**src/rtl/mdio_master_pkg.sv**
```systemverilog
package mdio_master_pkg;

  localparam int unsigned PRE_LEN = 40;
  localparam int unsigned ADDR_W  = 5;
  localparam int unsigned DATA_W  = 16;

  localparam int unsigned SOF_OFS = PRE_LEN;
  localparam int unsigned OPC_OFS = SOF_OFS + 2;
  localparam int unsigned PHY_OFS = OPC_OFS + 2;
  localparam int unsigned REG_OFS = PHY_OFS + ADDR_W;
  localparam int unsigned TA_OFS  = REG_OFS + ADDR_W;
  localparam int unsigned RD_TA   = 1;
  localparam int unsigned WR_TA   = 2;
  localparam int unsigned RD_LEN  = TA_OFS + RD_TA + DATA_W + 1;
  localparam int unsigned WR_LEN  = TA_OFS + WR_TA + DATA_W + 1;
  localparam int unsigned IDX_W   = $clog2(WR_LEN);

  typedef enum logic {
    OP_WRITE = 1'b0,
    OP_READ  = 1'b1
  } mdio_op_e;

  typedef struct packed {
    mdio_op_e            op;
    logic [ADDR_W-1:0]   phy;
    logic [ADDR_W-1:0]   regad;
    logic [DATA_W-1:0]   wdata;
  } mdio_cmd_t;

  typedef enum logic [2:0] {
    SEG_PRE, SEG_SOF, SEG_OPC, SEG_PHY, SEG_REG, SEG_TA, SEG_DATA, SEG_IDLE
  } seg_e;

  // Number of MDC periods in a frame of the given kind.
  function automatic logic [IDX_W-1:0] frame_len(mdio_op_e op);
    return (op == OP_READ) ? IDX_W'(RD_LEN) : IDX_W'(WR_LEN);
  endfunction

  function automatic int unsigned ta_len(mdio_op_e op);
    return (op == OP_READ) ? RD_TA : WR_TA;
  endfunction

  function automatic int unsigned data_ofs(mdio_op_e op);
    return TA_OFS + ta_len(op);
  endfunction

  // Which field a given period index falls in.
  function automatic seg_e seg_of(mdio_op_e op, logic [IDX_W-1:0] idx);
    int unsigned i;
    i = idx;
    if (i < SOF_OFS)                 return SEG_PRE;
    if (i < OPC_OFS)                 return SEG_SOF;
    if (i < PHY_OFS)                 return SEG_OPC;
    if (i < REG_OFS)                 return SEG_PHY;
    if (i < TA_OFS)                  return SEG_REG;
    if (i < data_ofs(op))            return SEG_TA;
    if (i < data_ofs(op) + DATA_W)   return SEG_DATA;
    return SEG_IDLE;
  endfunction

  // Bit k of a width-bit field, counting from its MSB.
  function automatic logic msb_pick(logic [DATA_W-1:0] v, int unsigned width,
                                    int unsigned k);
    logic [DATA_W-1:0] t;
    t = v >> (width - 1 - k);
    return t[0];
  endfunction

  // {enable, value} driven on MDIO during period idx.
  function automatic logic [1:0] drive_of(mdio_cmd_t c, logic [IDX_W-1:0] idx);
    int unsigned i;
    logic        rd;
    i  = idx;
    rd = (c.op == OP_READ);
    case (seg_of(c.op, idx))
      SEG_PRE:  return 2'b11;
      SEG_SOF:  return {1'b1, (i == SOF_OFS + 1)};
      SEG_OPC:  return {1'b1, (i == OPC_OFS) ? rd : !rd};
      SEG_PHY:  return {1'b1, msb_pick(DATA_W'(c.phy), ADDR_W, i - PHY_OFS)};
      SEG_REG:  return {1'b1, msb_pick(DATA_W'(c.regad), ADDR_W, i - REG_OFS)};
      SEG_TA:   return rd ? 2'b01 : {1'b1, (i == TA_OFS)};
      SEG_DATA: return rd ? 2'b01
                          : {1'b1, msb_pick(c.wdata, DATA_W, i - data_ofs(c.op))};
      default:  return 2'b01;
    endcase
  endfunction

  // True in periods whose returned bit is collected.
  function automatic logic sample_slot(mdio_op_e op, logic [IDX_W-1:0] idx);
    return (op == OP_READ) && (seg_of(op, idx) == SEG_DATA);
  endfunction

endpackage

```
**src/rtl/mdio_mdc_gen.sv**
```systemverilog
module mdio_mdc_gen #(
  parameter int unsigned HALF_DIV = 100
) (
  input  logic clk,
  input  logic rst_n,
  input  logic run,
  output logic mdc,
  output logic half_end,
  output logic bit_end
);
  localparam int unsigned CNT_W = (HALF_DIV > 1) ? $clog2(HALF_DIV) : 1;

  logic [CNT_W-1:0] cnt;
  logic             mdc_q;

  assign half_end = run && (cnt == CNT_W'(HALF_DIV - 1));
  assign bit_end  = half_end && mdc_q;
  assign mdc      = mdc_q;

  always_ff @(posedge clk or negedge rst_n) begin
    if (!rst_n) begin
      cnt   <= '0;
      mdc_q <= 1'b0;
    end else if (!run) begin
      cnt   <= '0;
      mdc_q <= 1'b0;
    end else if (half_end) begin
      cnt   <= '0;
      mdc_q <= ~mdc_q;
    end else begin
      cnt   <= cnt + 1'b1;
    end
  end
endmodule

```
**src/rtl/mdio_frame_seq.sv**
```systemverilog
module mdio_frame_seq
  import mdio_master_pkg::*;
(
  input  logic      clk,
  input  logic      rst_n,
  input  logic      req,
  input  mdio_cmd_t req_cmd,
  input  logic      bit_end,
  output logic      run,
  output logic      accept,
  output mdio_op_e  op,
  output logic      mdio_o,
  output logic      mdio_oe,
  output logic      sample_stb,
  output logic      fin
);
  mdio_cmd_t        cmd_q;
  logic [IDX_W-1:0] idx;
  logic             run_q;
  logic [1:0]       drv;
  logic             last_bit;

  assign accept     = req && !run_q;
  assign run        = run_q;
  assign op         = cmd_q.op;
  assign drv        = drive_of(cmd_q, idx);
  assign mdio_oe    = run_q && drv[1];
  assign mdio_o     = run_q ? drv[0] : 1'b1;
  assign last_bit   = (idx == frame_len(cmd_q.op) - 1'b1);
  assign sample_stb = bit_end && sample_slot(cmd_q.op, idx);
  assign fin        = bit_end && last_bit;

  always_ff @(posedge clk or negedge rst_n) begin
    if (!rst_n) begin
      cmd_q <= '0;
      idx   <= '0;
      run_q <= 1'b0;
    end else if (accept) begin
      cmd_q <= req_cmd;
      idx   <= '0;
      run_q <= 1'b1;
    end else if (bit_end) begin
      if (last_bit) begin
        run_q <= 1'b0;
        idx   <= '0;
      end else begin
        idx   <= idx + 1'b1;
      end
    end
  end
endmodule

```
**src/rtl/mdio_rx_shift.sv**
```systemverilog
module mdio_rx_shift #(
  parameter int unsigned DW = 16
) (
  input  logic          clk,
  input  logic          rst_n,
  input  logic          sample_stb,
  input  logic          fin,
  input  logic          is_read,
  input  logic          mdio_i,
  output logic [DW-1:0] rd_data
);
  logic [DW-1:0] sh;

  always_ff @(posedge clk or negedge rst_n) begin
    if (!rst_n) begin
      sh      <= '0;
      rd_data <= '0;
    end else begin
      if (sample_stb) sh <= {sh[DW-2:0], mdio_i};
      if (fin && is_read) rd_data <= sh;
    end
  end
endmodule

```
**src/rtl/mdio_master.sv**
```systemverilog
module mdio_master
  import mdio_master_pkg::*;
#(
  parameter int unsigned HALF_DIV = 100
) (
  input  logic              clk,
  input  logic              rst_n,
  input  logic              req,
  input  logic              req_read,
  input  logic [ADDR_W-1:0] req_phy,
  input  logic [ADDR_W-1:0] req_reg,
  input  logic [DATA_W-1:0] req_wdata,
  output logic              busy,
  output logic              done,
  output logic [DATA_W-1:0] rd_data,
  output logic              mdc,
  output logic              mdio_o,
  output logic              mdio_oe,
  input  logic              mdio_i
);
  mdio_cmd_t cmd_in;
  mdio_op_e  op_w;
  logic      run_w, accept_w, half_end_w, bit_end_w, sample_stb_w, fin_w;

  assign cmd_in.op    = req_read ? OP_READ : OP_WRITE;
  assign cmd_in.phy   = req_phy;
  assign cmd_in.regad = req_reg;
  assign cmd_in.wdata = req_wdata;
  assign busy         = run_w;

  mdio_mdc_gen #(.HALF_DIV(HALF_DIV)) u_mdc (
    .clk(clk), .rst_n(rst_n), .run(run_w),
    .mdc(mdc), .half_end(half_end_w), .bit_end(bit_end_w)
  );

  mdio_frame_seq u_seq (
    .clk(clk), .rst_n(rst_n), .req(req), .req_cmd(cmd_in),
    .bit_end(bit_end_w), .run(run_w), .accept(accept_w), .op(op_w),
    .mdio_o(mdio_o), .mdio_oe(mdio_oe), .sample_stb(sample_stb_w), .fin(fin_w)
  );

  mdio_rx_shift #(.DW(DATA_W)) u_rx (
    .clk(clk), .rst_n(rst_n), .sample_stb(sample_stb_w), .fin(fin_w),
    .is_read(op_w == OP_READ), .mdio_i(mdio_i), .rd_data(rd_data)
  );

  always_ff @(posedge clk or negedge rst_n) begin
    if (!rst_n) done <= 1'b0;
    else        done <= fin_w;
  end

  logic unused_half;
  assign unused_half = half_end_w;
endmodule

```
**config.mk**
```make
export PLATFORM = sky130hd
export DESIGN_NAME = mdio_master
export DESIGN_NICKNAME = d
export VERILOG_FILES = /design/src/rtl/mdio_master_pkg.sv /design/src/rtl/mdio_mdc_gen.sv /design/src/rtl/mdio_frame_seq.sv /design/src/rtl/mdio_rx_shift.sv /design/src/rtl/mdio_master.sv
export SDC_FILE = /design/constraint.sdc
export NUM_CORES = 1
export LEC_CHECK = 0
export ABC_AREA = 1
export BUFFER_PORTS_ARGS = -buffer_cell sky130_fd_sc_hd__buf_2
export CORE_AREA = 2 2 101 112
export CTS_CLUSTER_DIAMETER = 40
export DETAILED_ROUTE_END_ITERATION = 10
export DIE_AREA = 0 0 103 114
export PLACE_DENSITY = 0.73
export SYNTH_ARGS = -nofsm -noshare
export SYNTH_HDL_FRONTEND = slang
export SYNTH_SLANG_ARGS = --single-unit
```
**constraint.sdc**
```tcl
create_clock -name clk -period 2.78 [get_ports clk]
set_clock_uncertainty 0.1 [all_clocks]
set_input_delay 0.139 -clock clk [delete_from_list [all_inputs] [get_ports clk]]
set_output_delay 0.139 -clock clk [all_outputs]
set_load 0.1 [all_outputs]
```
==> impl_metrics.csv <==
group,metric,value,unit
cells_and_area,n_antenna_cell,0,
cells_and_area,drive_above_1_share,29.52,%
detailed_routing,met2_length,6268,um
place,gp_congestion,0.9362,
worst_setup_path,worstSetupStartpoint,"u_seq.idx[0]$_DFFE_PN0P_",
cts,cts_tree,"yes",
synth,synth_top_family_by_area,"simple AND/OR/NAND/NOR gates",
worst_setup_path,critPathMaxStageDelay,0.42,ns
worst_setup_path,path_buf_inv,2,
grt,grt_use_total,22.03,%
synth,synth.top_cell.area_share,38.23,%
worst_setup_path,reg2reg_from,"u_seq.idx[3]$_DFFE_PN0P_",
floorplan,io_pins,52,
synth,yosysTopAreaCell,"dfrtp_1",
hold_path,hold_class,"in -> reg",
floorplan,die_w,103,um
cells_and_area,final_core_util,61.94,%
cts,clock_sinks,76,
detailed_routing,met1Wirelength,5397,um
sta,rsz0062_at_grt,"yes",
worst_setup_path,crit_type,"reg -> out",
worst_setup_path,r2r_cells,18,
grt,grt_pass1_wl,20490,um
sta,setup_ws,-0.4719,ns
cts,cts_max_path_buffers,2,
synth,yosysUniqueCellTypes,44,
run_status,violations,"setup timing",
floorplan,die_area,11740,um2
cts,numCtsBuffers,9,
detailed_routing,vias,4679,
sta,slew_headroom,64.26,%
sta,max_freq,0.3075,GHz
grt,gr-total-overflow,0,
worst_setup_path,cp-end-kind,"output pin",
synth,avgSynthCellArea,7.871,um2
run_status,status,"finished with violations",
sta,worstMarginPinSlew,0.5362,ns
grt,antenna_found_initial,0,
worst_setup_path,cp.depth,20,
floorplan,row_count,40,
cts,cts_root_buf,"clkbuf_16",
worst_setup_path,cp_top_family,"simple AND/OR/NAND/NOR gates",
detailed_routing,wl,12410,um
synth,muxShareOfSynthArea,4.301,%
synth,syn_inst,632,
synth,synthXorXnorAreaFrac,1.056,%
floorplan,start_util,46.45,%
worst_setup_path,crit_path_max_fanout,12,
sta,final_hold_viol_count,0,
run,cap_violations,0,
detailed_routing,drc,0,
synth,synthAdderAreaFrac,9.960,%
worst_setup_path,endpoint,"mdio_o",
detailed_routing,antenna_left,0,
place,detailed_place_hpwl,8863,um
sta,fin_crit,3.252,ns
worst_setup_path,critPathArrivalTime,3.01,ns
power,leakage,3.524,nW
synth,synth_simple_gate_area_share,26.69,%
cells_and_area,syn_to_final_growth,33.35,%
worst_setup_path,path_cells,"buf_4 > ha_1 > nand3b_1 > nand2_2 > nor2_4 > nand3_2 > ha_4 > nand4_1 > nor2_1 > nand2_1 > nor2_1 > nand3_1 > nor2_1 > nand3_1 > nand2_1 > nand2_1 > nand2_1 > nor2_2 > nand2_4 > buf_12",
worst_setup_path,crit_top_cell,"nand2_1",
floorplan,die_y,114,um
synth,yosysWarningCount,0,
sta,finalMaxSlewViolations,0,
cells_and_area,nets,834,
detailed_routing,highest_layer,"met4",
grt,grt_pass1_vias,4547,
synth,yosysSeqAreaShare,38.23,%
synth,synth_compound_area_share,9.935,%
detailed_routing,drt_iter0_markers,270,
worst_setup_path,reg2reg_slack,0.33,ns
sta,fin_crit_sh,117.0,%
worst_setup_path,slowest_stage,"dfrtp_1",
cells_and_area,final_cells,916,
cts,clock_latency,0.35,ns
cells_and_area,fill_cells,900,
power,p_total,2.533,mW
detailed_routing,wl_met3,448,um
synth,synth_seq_cells,76,
cts,path_clk_slew,0.06,ns
worst_setup_path,rr_endpoint,"u_rx.sh[2]$_DFFE_PN0P_",
synth,synth_area_leaders,"dfrtp_1 (38%), nand2_1 (10%), ha_1 (9.6%), inv_1 (6.6%), nor2_1 (4.5%)",
power,ir_drop,0.7504,mV
place,dpl.cell_count,863,
place,pre_cts_slack,-0.1613,ns
place,portBuffers,51,
detailed_routing,wl_per_cell,13.54,um
power,powerDensity,381.8,nW/um2
detailed_routing,firstDrtPassIters,5,
floorplan,core_area,10710,um2
worst_setup_path,required,2.54,ns
cells_and_area,multi_input_area,2788,um2
detailed_routing,viasPerCell,5.108,
worst_setup_path,start_kind,"flop",
synth,syn_area,4975,um2
grt,grt_max_degree,43,
cells_and_area,seq_area,1906,um2
synth,synth_fp_nets,702,
sta,finalSetupViolCount,2,
cts,htreeDepth,3,
[placed cells by master, fill, tap and decap left out, drive strengths merged]
| cell type | synthesis | routed |
|---|---|---|
| fa | 1 | 1 |
| ha | 38 | 38 |
| and3 | 1 | 1 |
| xnor2 | 1 | 1 |
| clkinv | 1 | 3 |
| nand3b | 3 | 3 |
| bufinv | 0 | 3 |
| and2 | 1 | 1 |
| nand2 | 150 | 150 |
| a211oi | 2 | 2 |
| nand3 | 45 | 45 |
| nor4 | 1 | 1 |
| a21oi | 26 | 26 |
| nor2 | 66 | 66 |
| or2 | 1 | 1 |
| a31oi | 2 | 2 |
| o211ai | 2 | 2 |
| xor2 | 5 | 5 |
| dlygate4sd3 | 0 | 28 |
| o21ai | 52 | 52 |
| a21boi | 1 | 1 |
| nand4 | 14 | 14 |
| nor3b | 3 | 3 |
| dfrtp | 76 | 76 |
| clkinvlp | 0 | 1 |
| mux2 | 19 | 19 |
| buf | 11 | 109 |
| nor3 | 5 | 5 |
| clkbuf | 5 | 9 |
| inv | 96 | 97 |
| o22ai | 2 | 2 |
| o21a | 2 | 2 |
[cells in the mapped netlist, drive strengths merged]
| master | instances |
|---|---|
| nand2 | 150 |
| inv | 96 |
| dfrtp | 76 |
| nor2 | 66 |
| o21ai | 52 |
| nand3 | 45 |
| ha | 38 |
| a21oi | 26 |
| mux2 | 19 |
| nand4 | 14 |
| buf | 11 |
| clkbuf | 5 |
| nor3 | 5 |
| xor2 | 5 |
| nand3b | 3 |
| nor3b | 3 |
| a211oi | 2 |
| a31oi | 2 |
| o211ai | 2 |
| o21a | 2 |
| o22ai | 2 |
| a21boi | 1 |
| and2 | 1 |
| and3 | 1 |
| clkinv | 1 |
| fa | 1 |
| nor4 | 1 |
| or2 | 1 |
| xnor2 | 1 |
[state kept, by name (all words and copies together), names as in the netlist]
| name | count |
|---|---|
| done | 1 |
| u_mdc.cnt | 7 |
| u_mdc.mdc | 1 |
| u_rx.rd_data | 16 |
| u_rx.sh | 16 |
| u_seq.cmd_q | 26 |
| u_seq.idx | 7 |
| u_seq.op | 1 |
| u_seq.run | 1 |
[per-stage QoR]
stage / hold WS (ns) / TNS [ns] / cell area (um2)
after floorplan: -0.2566 / 0 / 4996
after global placement: 0.04784 / -0.08946 / 5725
after detailed placement: 0.06523 / -0.1613 / 5725
after CTS: 0.001427 / -0.5734 / 6543
after global routing: 0.02114 / -0.8571 / 6634
final: 0.01065 / -0.5098 / 6634
[worst min path at each step]
stage          startpoint                     endpoint  slack [ns]  depth (start not counted)
2_1_floorplan       rst_n               done$_DFF_PN0_       -0.26                          0
3_3_place_gp        rst_n  u_seq.cmd_q[20]$_DFFE_PN0P_        0.05                          1
3_5_place_dp        rst_n   u_seq.cmd_q[3]$_DFFE_PN0P_        0.07                          1
4_1_cts          req_read         u_seq.op$_DFFE_PN0P_       0.001                          3
5_1_grt          req_read         u_seq.op$_DFFE_PN0P_        0.02                          3
6_report         req_read         u_seq.op$_DFFE_PN0P_        0.01                          3
[power by group]
part | switching (mW) | internal (mW) | total (mW)
clock network | 0.471 | 0.881 | 1.35
registers | 0 | 1.11 | 1.11
logic | 0.0321 | 0.0427 | 0.0748
[cell type report]
type / instances / share of cell area (%)
Tap cell: 147 / 2.773
Timing Repair Buffer: 137 / 15.48
Multi-Input combinational cell: 443 / 42.02
Sequential cell: 76 / 28.73
Clock inverter: 7 / 1.811
Clock buffer: 9 / 3.395
Inverter: 97 / 5.790
[per-layer routing]
layer,track usage (%),vias to the layer above
met4,7.105,0
met2,37.32,107
met5,0,-
met3,3.493,23
li1,-,2305
met1,28.67,2244
[tightest hold or removal path, stage by stage]
cell	delay, ns
buf_2	0.08
nor2_1	0.05
a21oi_1	0.13
[kinds of logic (layout without fill, tap and decap cells)]
logic type / Yosys count / after routing
xor+xnor: 6 / 6
compound gates: 89 / 89
simple gates: 290 / 290
fa+ha+maj: 39 / 39
flops: 76 / 76
mux: 19 / 19
buf+inv: 113 / 250
[what timing repair did]
action / in CTS / in global routing
setup buffers: 7 / 2
resized for setup: 31 / 20
hold buffers: 28 / 0
hold endpoints to repair: 67 / 0
cloned: 0 / 0
pin swaps: 9 / 5
setup endpoints to repair: 2 / 2
Power figures use the tool's default switching activity.
